--- src/rtl/nrs_pkg.sv ---
package nrs_pkg;
  // sequencer phases
  typedef enum logic [2:0] {
    S_IDLE = 3'd0,
    S_LOW  = 3'd1,
    S_HIGH = 3'd2,
    S_WAIT = 3'd3,
    S_GAP  = 3'd4
  } seq_state_e;

  // field slots inside one timing set, least significant first
  localparam int FLD_LO  = 0;
  localparam int FLD_HI  = 1;
  localparam int FLD_ACC = 2;
  localparam int FLD_R2W = 3;
  localparam int NUM_FLD = 4;
endpackage

--- src/rtl/nrs_cfg_sel.sv ---
module nrs_cfg_sel
  import nrs_pkg::*;
#(
  parameter int NUM_CS = 2,
  parameter int CNT_W  = 4,
  parameter int CS_W   = 1
) (
  input  logic                            clk,
  input  logic                            rst_n,
  input  logic                            load,
  input  logic [CS_W-1:0]                 sel,
  input  logic [NUM_CS*NUM_FLD*CNT_W-1:0] cfg_flat,
  output logic [CNT_W-1:0]                lo_q,
  output logic [CNT_W-1:0]                hi_q,
  output logic [CNT_W-1:0]                acc_q,
  output logic [CNT_W-1:0]                gap_q
);
  localparam int SET_W = NUM_FLD * CNT_W;

  // a zero count stands for a single cycle
  function automatic logic [CNT_W-1:0] eff_cnt(input logic [CNT_W-1:0] v);
    return (v == '0) ? CNT_W'(1) : v;
  endfunction

  function automatic logic [CNT_W-1:0] max_cnt(input logic [CNT_W-1:0] a,
                                               input logic [CNT_W-1:0] b);
    return (a > b) ? a : b;
  endfunction

  logic [CNT_W-1:0] fld [NUM_CS][NUM_FLD];

  for (genvar c = 0; c < NUM_CS; c++) begin : g_cs
    for (genvar f = 0; f < NUM_FLD; f++) begin : g_fld
      assign fld[c][f] = cfg_flat[c*SET_W + f*CNT_W +: CNT_W];
    end
  end

  logic [CNT_W-1:0] nxt_lo, nxt_hi, nxt_acc, nxt_gap;

  always_comb begin
    nxt_lo  = eff_cnt(fld[sel][FLD_LO]);
    nxt_hi  = eff_cnt(fld[sel][FLD_HI]);
    nxt_acc = eff_cnt(fld[sel][FLD_ACC]);
    // closing gap also keeps the high time before a later read
    nxt_gap = max_cnt(nxt_hi, eff_cnt(fld[sel][FLD_R2W]));
  end

  always_ff @(posedge clk or negedge rst_n) begin
    if (!rst_n) begin
      lo_q  <= CNT_W'(1);
      hi_q  <= CNT_W'(1);
      acc_q <= CNT_W'(1);
      gap_q <= CNT_W'(1);
    end else if (load) begin
      lo_q  <= nxt_lo;
      hi_q  <= nxt_hi;
      acc_q <= nxt_acc;
      gap_q <= nxt_gap;
    end
  end
endmodule

--- src/rtl/nrs_capture.sv ---
module nrs_capture #(
  parameter int CNT_W  = 4,
  parameter int DATA_W = 8
) (
  input  logic              clk,
  input  logic              rst_n,
  input  logic              fall_now,
  input  logic [CNT_W-1:0]  acc,
  input  logic [DATA_W-1:0] io_data,
  output logic              cap_pend,
  output logic              cap_fire,
  output logic              rd_valid,
  output logic [DATA_W-1:0] rd_data
);
  logic [CNT_W-1:0] acc_cnt;

  assign cap_fire = cap_pend && (acc_cnt >= acc);

  always_ff @(posedge clk or negedge rst_n) begin
    if (!rst_n) begin
      acc_cnt  <= '0;
      cap_pend <= 1'b0;
    end else if (fall_now) begin
      acc_cnt  <= CNT_W'(1);
      cap_pend <= 1'b1;
    end else if (cap_fire) begin
      cap_pend <= 1'b0;
    end else if (cap_pend) begin
      acc_cnt  <= acc_cnt + CNT_W'(1);
    end
  end

  always_ff @(posedge clk or negedge rst_n) begin
    if (!rst_n) begin
      rd_valid <= 1'b0;
      rd_data  <= '0;
    end else begin
      rd_valid <= cap_fire;
      if (cap_fire) rd_data <= io_data;
    end
  end
endmodule

--- src/rtl/nrs_seq.sv ---
module nrs_seq
  import nrs_pkg::*;
#(
  parameter int CNT_W = 4,
  parameter int LEN_W = 8
) (
  input  logic             clk,
  input  logic             rst_n,
  input  logic             cmd_take,
  input  logic [LEN_W-1:0] cmd_len,
  input  logic [CNT_W-1:0] lo,
  input  logic [CNT_W-1:0] hi,
  input  logic [CNT_W-1:0] gap,
  input  logic             cap_pend,
  input  logic             cap_fire,
  output logic             re_n,
  output logic             fall_now,
  output logic             busy,
  output logic [LEN_W-1:0] rem_cnt
);
  seq_state_e       state;
  logic [CNT_W-1:0] ph_cnt;
  logic             go_ok;
  logic             lo_done, hi_done, gap_done;

  // the next fall may proceed once no older sample is outstanding
  assign go_ok    = !cap_pend || cap_fire;
  assign lo_done  = (ph_cnt >= lo);
  assign hi_done  = (ph_cnt >= hi);
  assign gap_done = (ph_cnt >= gap);

  always_comb begin
    unique case (state)
      S_IDLE:  fall_now = cmd_take;
      S_HIGH:  fall_now = hi_done && go_ok;
      S_WAIT:  fall_now = go_ok;
      default: fall_now = 1'b0;
    endcase
  end

  assign busy = (state != S_IDLE) || cap_pend;

  always_ff @(posedge clk or negedge rst_n) begin
    if (!rst_n) begin
      state   <= S_IDLE;
      re_n    <= 1'b1;
      ph_cnt  <= '0;
      rem_cnt <= '0;
    end else if (fall_now) begin
      state  <= S_LOW;
      re_n   <= 1'b0;
      ph_cnt <= CNT_W'(1);
      if (state == S_IDLE) rem_cnt <= cmd_len;
    end else begin
      unique case (state)
        S_LOW: begin
          if (lo_done) begin
            re_n    <= 1'b1;
            ph_cnt  <= CNT_W'(1);
            rem_cnt <= rem_cnt - LEN_W'(1);
            state   <= (rem_cnt == LEN_W'(1)) ? S_GAP : S_HIGH;
          end else begin
            ph_cnt <= ph_cnt + CNT_W'(1);
          end
        end
        S_HIGH: begin
          if (hi_done) state <= S_WAIT;
          else         ph_cnt <= ph_cnt + CNT_W'(1);
        end
        S_GAP: begin
          if (gap_done) state <= S_IDLE;
          else          ph_cnt <= ph_cnt + CNT_W'(1);
        end
        default: ;
      endcase
    end
  end
endmodule

--- src/rtl/nand_rd_strobe.sv ---
module nand_rd_strobe
  import nrs_pkg::*;
#(
  parameter int NUM_CS = 2,
  parameter int CNT_W  = 4,
  parameter int LEN_W  = 8,
  parameter int DATA_W = 8,
  parameter int CS_W   = (NUM_CS > 1) ? $clog2(NUM_CS) : 1
) (
  input  logic                            clk,
  input  logic                            rst_n,
  input  logic [NUM_CS*NUM_FLD*CNT_W-1:0] cfg_flat,
  input  logic                            cmd_valid,
  input  logic [CS_W-1:0]                 cmd_cs,
  input  logic [LEN_W-1:0]                cmd_len,
  input  logic [DATA_W-1:0]               io_data,
  output logic                            re_n,
  output logic                            busy,
  output logic                            rd_valid,
  output logic [DATA_W-1:0]               rd_data
);
  logic [CNT_W-1:0] lo_q, hi_q, acc_q, gap_q;
  logic             cmd_take;
  logic             fall_now;
  logic             cap_pend, cap_fire;
  logic [LEN_W-1:0] rem_cnt;

  assign cmd_take = cmd_valid && !busy && (cmd_len != '0);

  nrs_cfg_sel #(.NUM_CS(NUM_CS), .CNT_W(CNT_W), .CS_W(CS_W)) cfg_i (
    .clk(clk), .rst_n(rst_n), .load(cmd_take), .sel(cmd_cs),
    .cfg_flat(cfg_flat),
    .lo_q(lo_q), .hi_q(hi_q), .acc_q(acc_q), .gap_q(gap_q)
  );

  nrs_seq #(.CNT_W(CNT_W), .LEN_W(LEN_W)) seq_i (
    .clk(clk), .rst_n(rst_n), .cmd_take(cmd_take), .cmd_len(cmd_len),
    .lo(lo_q), .hi(hi_q), .gap(gap_q),
    .cap_pend(cap_pend), .cap_fire(cap_fire),
    .re_n(re_n), .fall_now(fall_now), .busy(busy), .rem_cnt(rem_cnt)
  );

  nrs_capture #(.CNT_W(CNT_W), .DATA_W(DATA_W)) cap_i (
    .clk(clk), .rst_n(rst_n), .fall_now(fall_now), .acc(acc_q),
    .io_data(io_data),
    .cap_pend(cap_pend), .cap_fire(cap_fire),
    .rd_valid(rd_valid), .rd_data(rd_data)
  );
endmodule

--- config.mk ---
export PLATFORM = sky130hd
export DESIGN_NAME = nand_rd_strobe
export DESIGN_NICKNAME = d
export VERILOG_FILES = /design/src/rtl/nrs_pkg.sv /design/src/rtl/nrs_cfg_sel.sv /design/src/rtl/nrs_capture.sv /design/src/rtl/nrs_seq.sv /design/src/rtl/nand_rd_strobe.sv
export SDC_FILE = /design/constraint.sdc
export NUM_CORES = 1
export LEC_CHECK = 0
export BUFFER_PORTS_ARGS = -buffer_cell sky130_fd_sc_hd__buf_2
export CORE_MARGIN = 5
export CORE_UTILIZATION = 45
export DETAILED_ROUTE_END_ITERATION = 7
export GPL_TIMING_DRIVEN = 0
export PLACE_DENSITY = 0.68
export SKIP_LAST_GASP = 1
export SYNTH_ARGS = -nofsm -noshare
export SYNTH_HDL_FRONTEND = slang
export SYNTH_SLANG_ARGS = --single-unit
--- constraint.sdc ---
create_clock -name clk -period 6.9 [get_ports clk]
set_input_delay 0.345 -clock clk [delete_from_list [all_inputs] [get_ports clk]]
set_output_delay 0.345 -clock clk [all_outputs]
set_load 0.01 [all_outputs]
---- Word level (Yosys, flattened, before mapping) ----
Cells that the tools add are included.
word-level totals
  flip-flop bits (word level) ............. 46
  output and inout port bits .............. 11
  logic and storage cells ................. 91
  input port bits ......................... 52
operators by class
  multiplexer cells ....................... 32
  bitwise operators ....................... 1
  order comparisons ....................... 6
  add/sub/neg operators ................... 3
  eq/ne operators ......................... 12
  reduce and logical (&&, ||, !) cells .... 25
operators with widths
  cell                                                                      number
  16-bit two-way mux                                                        3
  4-bit two-way mux                                                         12
  8-bit two-way mux                                                         4
  4-bit greater-or-equal comparator                                         4
  4-bit logical NOT                                                         4
  3-bit two-way mux                                                         5
  4-bit one-hot mux with 3 select lines                                     1
  3-bit by 1-bit inequality test with 1-bit output (second input constant)  3
  3-bit one-hot mux with 3 select lines                                     1
  4-bit by 1-bit adder with 4-bit output (second input constant)            2
  8-bit by 1-bit == test with 1-bit output (second input constant)          1
  2-bit nonzero test                                                        4
  8-bit nonzero test                                                        1
  8-bit by 1-bit subtractor with 8-bit output (second input constant)       1
  3-bit by 2-bit == test with 1-bit output (second input constant)          2
  3-bit by 2-bit inequality test with 1-bit output (second input constant)  2
  3-bit AND reduction                                                       2
  1-bit two-way mux                                                         5
  4-bit > comparator                                                        1
  1-bit logical AND                                                         4
  2-bit AND reduction                                                       2
  4-bit AND reduction                                                       1
  4-bit nonzero test                                                        1
  3-bit by 1-bit == test with 1-bit output (second input constant)          1
  10 further kinds                                                          12

---- Longest topological paths before layout ----
  depth in word-level cells ............... 8
  depth in mapped cells ................... 10
  gate-level depth less buffers ........... 9

---- By module ----
From an unflattened synthesis, not the netlist that was laid out.
second synthesis, totals
  cell total of the unflattened synthesis .. 303
  area total of the unflattened synthesis .. 3025.4 um2
by module, submodules not included
  module          area an instance (um2)  seq. area each (um2)  cells each  times used
  nrs_seq         1368.8                  401.6                 156         1
  nrs_cfg_sel     972.2                   405.4                 92          1
  nrs_capture     648.1                   350.3                 51          1
  nand_rd_strobe  36.3                    0.0                   4           1

---- Worst setup path after synthesis ----
Ideal clock, no wire load.
  kind .................................... input to register
  start point ............................. input cmd_cs
  end point ............................... register cfg_i.gap_q[0]
  data required time ...................... 6.809 ns
  arrival ................................. 2.413 ns
  setup time .............................. 0.091 ns
  path slack .............................. 4.397 ns
  buffers on the path ..................... 1
  stages .................................. 8
  cell sequence ........................... clkbuf_1 > mux2_2 > o31a_1 > ha_1 > and4_1 > a21oi_1 > nor2_1 > o31ai_1
between the ends
  cells in the longest elaborated chain, start to end .. 8
  elaborated cells on any way between the ends .. 10
  classes of those cells .................. order compare (1); mux (6); bitwise (1); reduce/logical (2)
ends and longest elaborated chain
  item                                                        RTL line              RTL
  start: declaration                                          nand_rd_strobe.sv:14  input logic [CS_W-1:0] cmd_cs,
  1-bit inverter with 2-bit output (not written as such) (*)  nrs_cfg_sel.sv:42     nxt_hi = eff_cnt(fld[sel][FLD_HI]);
  16-bit two-way mux (*) (3 in a row)                         n/a
  4-bit logical NOT                                           nrs_cfg_sel.sv:22     return (v == '0) ? CNT_W'(1) : v;
  4-bit two-way mux (*)                                       nrs_cfg_sel.sv:22
  net cfg_i.nxt_hi[1]                                         nrs_cfg_sel.sv:38     logic [CNT_W-1:0] nxt_lo, nxt_hi, nxt_acc, nxt_gap;
  4-bit > comparator (*)                                      nrs_cfg_sel.sv:27     return (a > b) ? a : b;
  4-bit two-way mux (*)                                       nrs_cfg_sel.sv:27
  end signal: assignment                                      nrs_cfg_sel.sv:58     gap_q <= nxt_gap;
  end: declaration                                            nrs_cfg_sel.sv:16     output logic [CNT_W-1:0] gap_q
The timed path passes the listed nets; every way through them passes the cells marked *. The select of a mux whose other input is x is not followed.
A chain may end at the register's enable or synchronous reset.

---- Worst setup path in the final report ----
  start point ............................. register seq_i.ph_cnt[0]
  end point ............................... register seq_i.state[0]
between the ends
  cells in the longest elaborated chain, start to end .. 5
  elaborated cells on any way between the ends .. 11
  classes of those cells .................. order compare (3); eq/ne (3); mux (2); reduce/logical (3)
ends and longest elaborated chain
  item                                                                                              RTL line       RTL
  start: declaration                                                                                nrs_seq.sv:22  logic [CNT_W-1:0] ph_cnt;
  start signal: assignment                                                                          nrs_seq.sv:63  ph_cnt <= ph_cnt + CNT_W'(1);
  start signal: assignment                                                                          nrs_seq.sv:68  else ph_cnt <= ph_cnt + CNT_W'(1);
  start signal: assignment                                                                          nrs_seq.sv:72  else ph_cnt <= ph_cnt + CNT_W'(1);
  4-bit greater-or-equal comparator                                                                 nrs_seq.sv:29  assign hi_done = (ph_cnt >= hi);
  1-bit logical AND                                                                                 nrs_seq.sv:35  S_HIGH: fall_now = hi_done && go_ok;
  1-bit one-hot mux with 3 select lines                                                             nrs_seq.sv:33  unique case (state)
  3-bit by 1-bit inequality test with 1-bit output (no line) or 4-bit nonzero test (tied branches)  n/a
  4-bit AND reduction (no line)                                                                     n/a
  end signal: assignment                                                                            nrs_seq.sv:61  state <= (rem_cnt == LEN_W'(1)) ? S_GAP : S_HIGH;
  end: declaration                                                                                  nrs_seq.sv:21  seq_state_e state;
Several ways; a longest one is shown, not always the timed one.

==> impl_results.md <==
- Status: finished clean
- Area Overhead vs Synth: 19.05%
- Layout cells sized above 1: 23.76%
- Worst slew pin tran: 1.001 ns
- Leak: 1.648 nW
- Cells along the critical path: inv_1, ha_1, nand2b_1, a2111oi_0, nor2_1, or2_2, a21oi_1, mux2_2
- N_diodes: 0
- Cell Area, Synth: 2831 um2
- PwrDens: 420.0 nW/um2
- Cell variety after synth: 47
- Buf/Inv on CP: 1
- Die height: 89.33 um
- Critical Path Source Type: flop
- Register bit total from synthesis: 46
- RSZ-0062 raised after global routing: false
- # rows: 29
- Synth Warn #: 0
- Rel. slew slack: 33.26%
- TritonCTS clock tree: yes
- DRC violations left: 0
- CTS H-tree depth: 2
- Crit path max-delay family: compound AO/OA/AOI/OAI gates
- Worst Path Required: 7.09 ns
- Count of pins over their slew limit: 0
- Maxcap violations: 0
- Vias in the first global route: 2344
- Congestion Overflow GR: 0
- Syn Inst Count: 314
- Min Hold Slack: 0.2058 ns
- Pin count of the biggest net entering global routing: 47
- IO Pins: 63
- VDD IR max: 183.4 uV
- Dpl cells: 452
- Achievable Freq: 361.3 MHz
- Via density: 5.287
- Root buf cell: clkbuf_8
- Clock Pin Slew Worst Setup and Hold Paths: 0.09 ns
- CP max FO: 4
- Syn avg cell area: 9.017 um2
- Crit-path slowest cell: a2111oi_0
- Final nets: 458
- Hold crit path type: in -> async
- Hold-fix buffers at CTS: 0
- WL per Instance: 13.36 um
- CTS max path bufs: 2
- Detailed placer's ending HPWL: 4.826 mm
- Final hold vios: 0
- Setup violations, final: 0
- CTS buffer count: 5
- Post-CTS Setup Inserts: 0
- Layout Cells excl Fill: 460
- Antenna violations before repair: 0
- First-pass GRT wire length: 10.50 mm
- Worst path arrival time: 2.96 ns
- Initial Utilization: 45.37%
- Post-CTS Resized: 0
- Final period utilization: 40.12%
- Top cells by area, synth: dfrtp_1, ha_1, nand2_1
- Routed WL: 6.145 mm
- Fin Setup TNS: 0 ns
- Total clock sinks: 46
- I/O Buffers: 61
- Largest stage delay, worst path: 0.69 ns
- Area share of the largest cell type after synthesis: 36.24%
- Kind of critical path: reg -> reg
- CORE AREA: 6241 um2
- Crit. End Element: flop
- # fillers: 601
- Gp weighted congestion: 0.8293
- Clk_lat worst skew: 0.30 ns
- Via count: 2432
- Clock Skews: 0.005822 ns
- All-Layer GR Usage: 16.54%
- Syn_nets: 390
- Sequential area share after synthesis: 40.87%
- Min Tclk post-route: 2.768 ns
- ANT nets after route: 0
- First-pass DRT Iterations: 4
- Die ar.: 7979 um2
- Die X: 89.33 um
- Most area-hungry cell type in the Yosys netlist: dfrtp_1
- Drt initial violations: 94
-- state kept, by name, indices dropped and copies added, names as in the netlist --
signal	count
cap_i.acc_cnt	4
cap_i.cap_pend	1
cap_i.rd_data	8
cap_i.rd_valid	1
cfg_i.acc_q	4
cfg_i.gap_q	4
cfg_i.hi_q	4
cfg_i.lo_q	4
seq_i.ph_cnt	4
seq_i.re_n	1
seq_i.rem_cnt	8
seq_i.state	3
-- metrics by stage --
step	setup slack (ns)	cell area (um2)	power (mW)	util, %
6_report	4.132	3371	1.416	54.01
5_1_grt	3.875	3371	1.560	54.01
4_1_cts	4.090	3371	1.431	54.01
3_5_place_dp	4.125	3233	1.184	51.80
3_3_place_gp	4.129	3233	1.153	51.80
2_1_floorplan	4.397	2831	0.9899	-
-- routing by layer --
layer  vias up  GRT usage, %  share of wire (%)
li1       1242             -                  -
met1      1127         21.13                 46
met2        55         28.13                 48
met3         8         3.502                5.1
met4         0         4.871                1.3
met5         -             0                  0
-- synth_stat cells (all sizes together) --
cell and n:
nand2 49, dfrtp 41, ha 24, inv 24, nor2 23, a21oi 20, o21ai 20, clkbuf 10
mux2i 9, nand3 8, mux2 7, nor3 7, nor4 6, dfstp 5, nand2b 5, o31ai 5
a311oi 4, o211ai 4, o21a 4, a211oi 3, buf 3, nor2b 3, or2 3, xnor2 3
a2111oi 2, a221o 2, nand4 2, or3b 2, xor2 2, a21o 1, a22oi 1, a31oi 1
and2 1, and3 1, and4 1, clkinv 1, nand4b 1, nor4b 1, o31a 1, o41a 1
o41ai 1, or3 1, or4 1
-- logic make-up after synthesis --
logic type	share of synthesized area, %
xor gates and xnor gates	1.547
AOI/OAI and AO/OA	15.64
buffers and inverters	5.701
adders and majority gates	10.61
muxes	5.966
and+or+nand+nor	19.67
DFF	40.87
-- worst register-to-register path, stage by stage (launching register included) --
cell	delay, ns
dfrtp_1	0.42
inv_1	0.14
ha_1	0.25
nand2b_1	0.14
a2111oi_0	0.69
nor2_1	0.17
or2_2	0.33
a21oi_1	0.18
mux2_2	0.35
-- worst paths after layout --
kind / startpoint / to / slack (ns) / depth (start not counted)
min reg2reg: seq_i.re_n / seq_i.re_n / 0.48 / 2
min in group clk: io_data[3] / cap_i.rd_data[3] / 0.23 / 3
max: seq_i.ph_cnt[0] / seq_i.state[0] / 4.13 / 8
max reg2reg: seq_i.ph_cnt[0] / seq_i.state[0] / 4.13 / 8
min: rst_n / cap_i.rd_data[7] / 0.21 / 1
max in group asynchronous: rst_n / seq_i.ph_cnt[3] / 6.08 / 1
-- layout make-up --
class	instances	area (um2)	area share [%]
repair buffers	61	305.3	9.057
flip-flops and latches	46	1157	34.34
inverters	25	93.84	2.784
clock inverters	3	68.82	2.042
plain buffers	13	67.56	2.004
well taps	77	96.34	2.858
multi-input cells	230	1513	44.88
clock buffers	5	68.82	2.042
-- cells in the final DEF, fill, tap and decap left out, drive strengths merged, types with 4 or more instances in the layout --
cell / instances
a21oi: 20
a311oi: 4
buf: 64
clkbuf: 15
dfrtp: 41
dfstp: 5
ha: 24
inv: 24
mux2: 7
mux2i: 9
nand2: 49
nand2b: 5
nand3: 8
nor2: 23
nor3: 7
nor4: 6
o211ai: 4
o21a: 4
o21ai: 20
o31ai: 5
-- power by group --
group | leakage [nW] | switching, mW | internal, mW
registers | 0.558 | 0.0883 | 0.405
logic | 1.02 | 0.393 | 0.289
clock network | 0.0683 | 0.0953 | 0.145
Note: power is estimated with default switching activity, not from simulation.
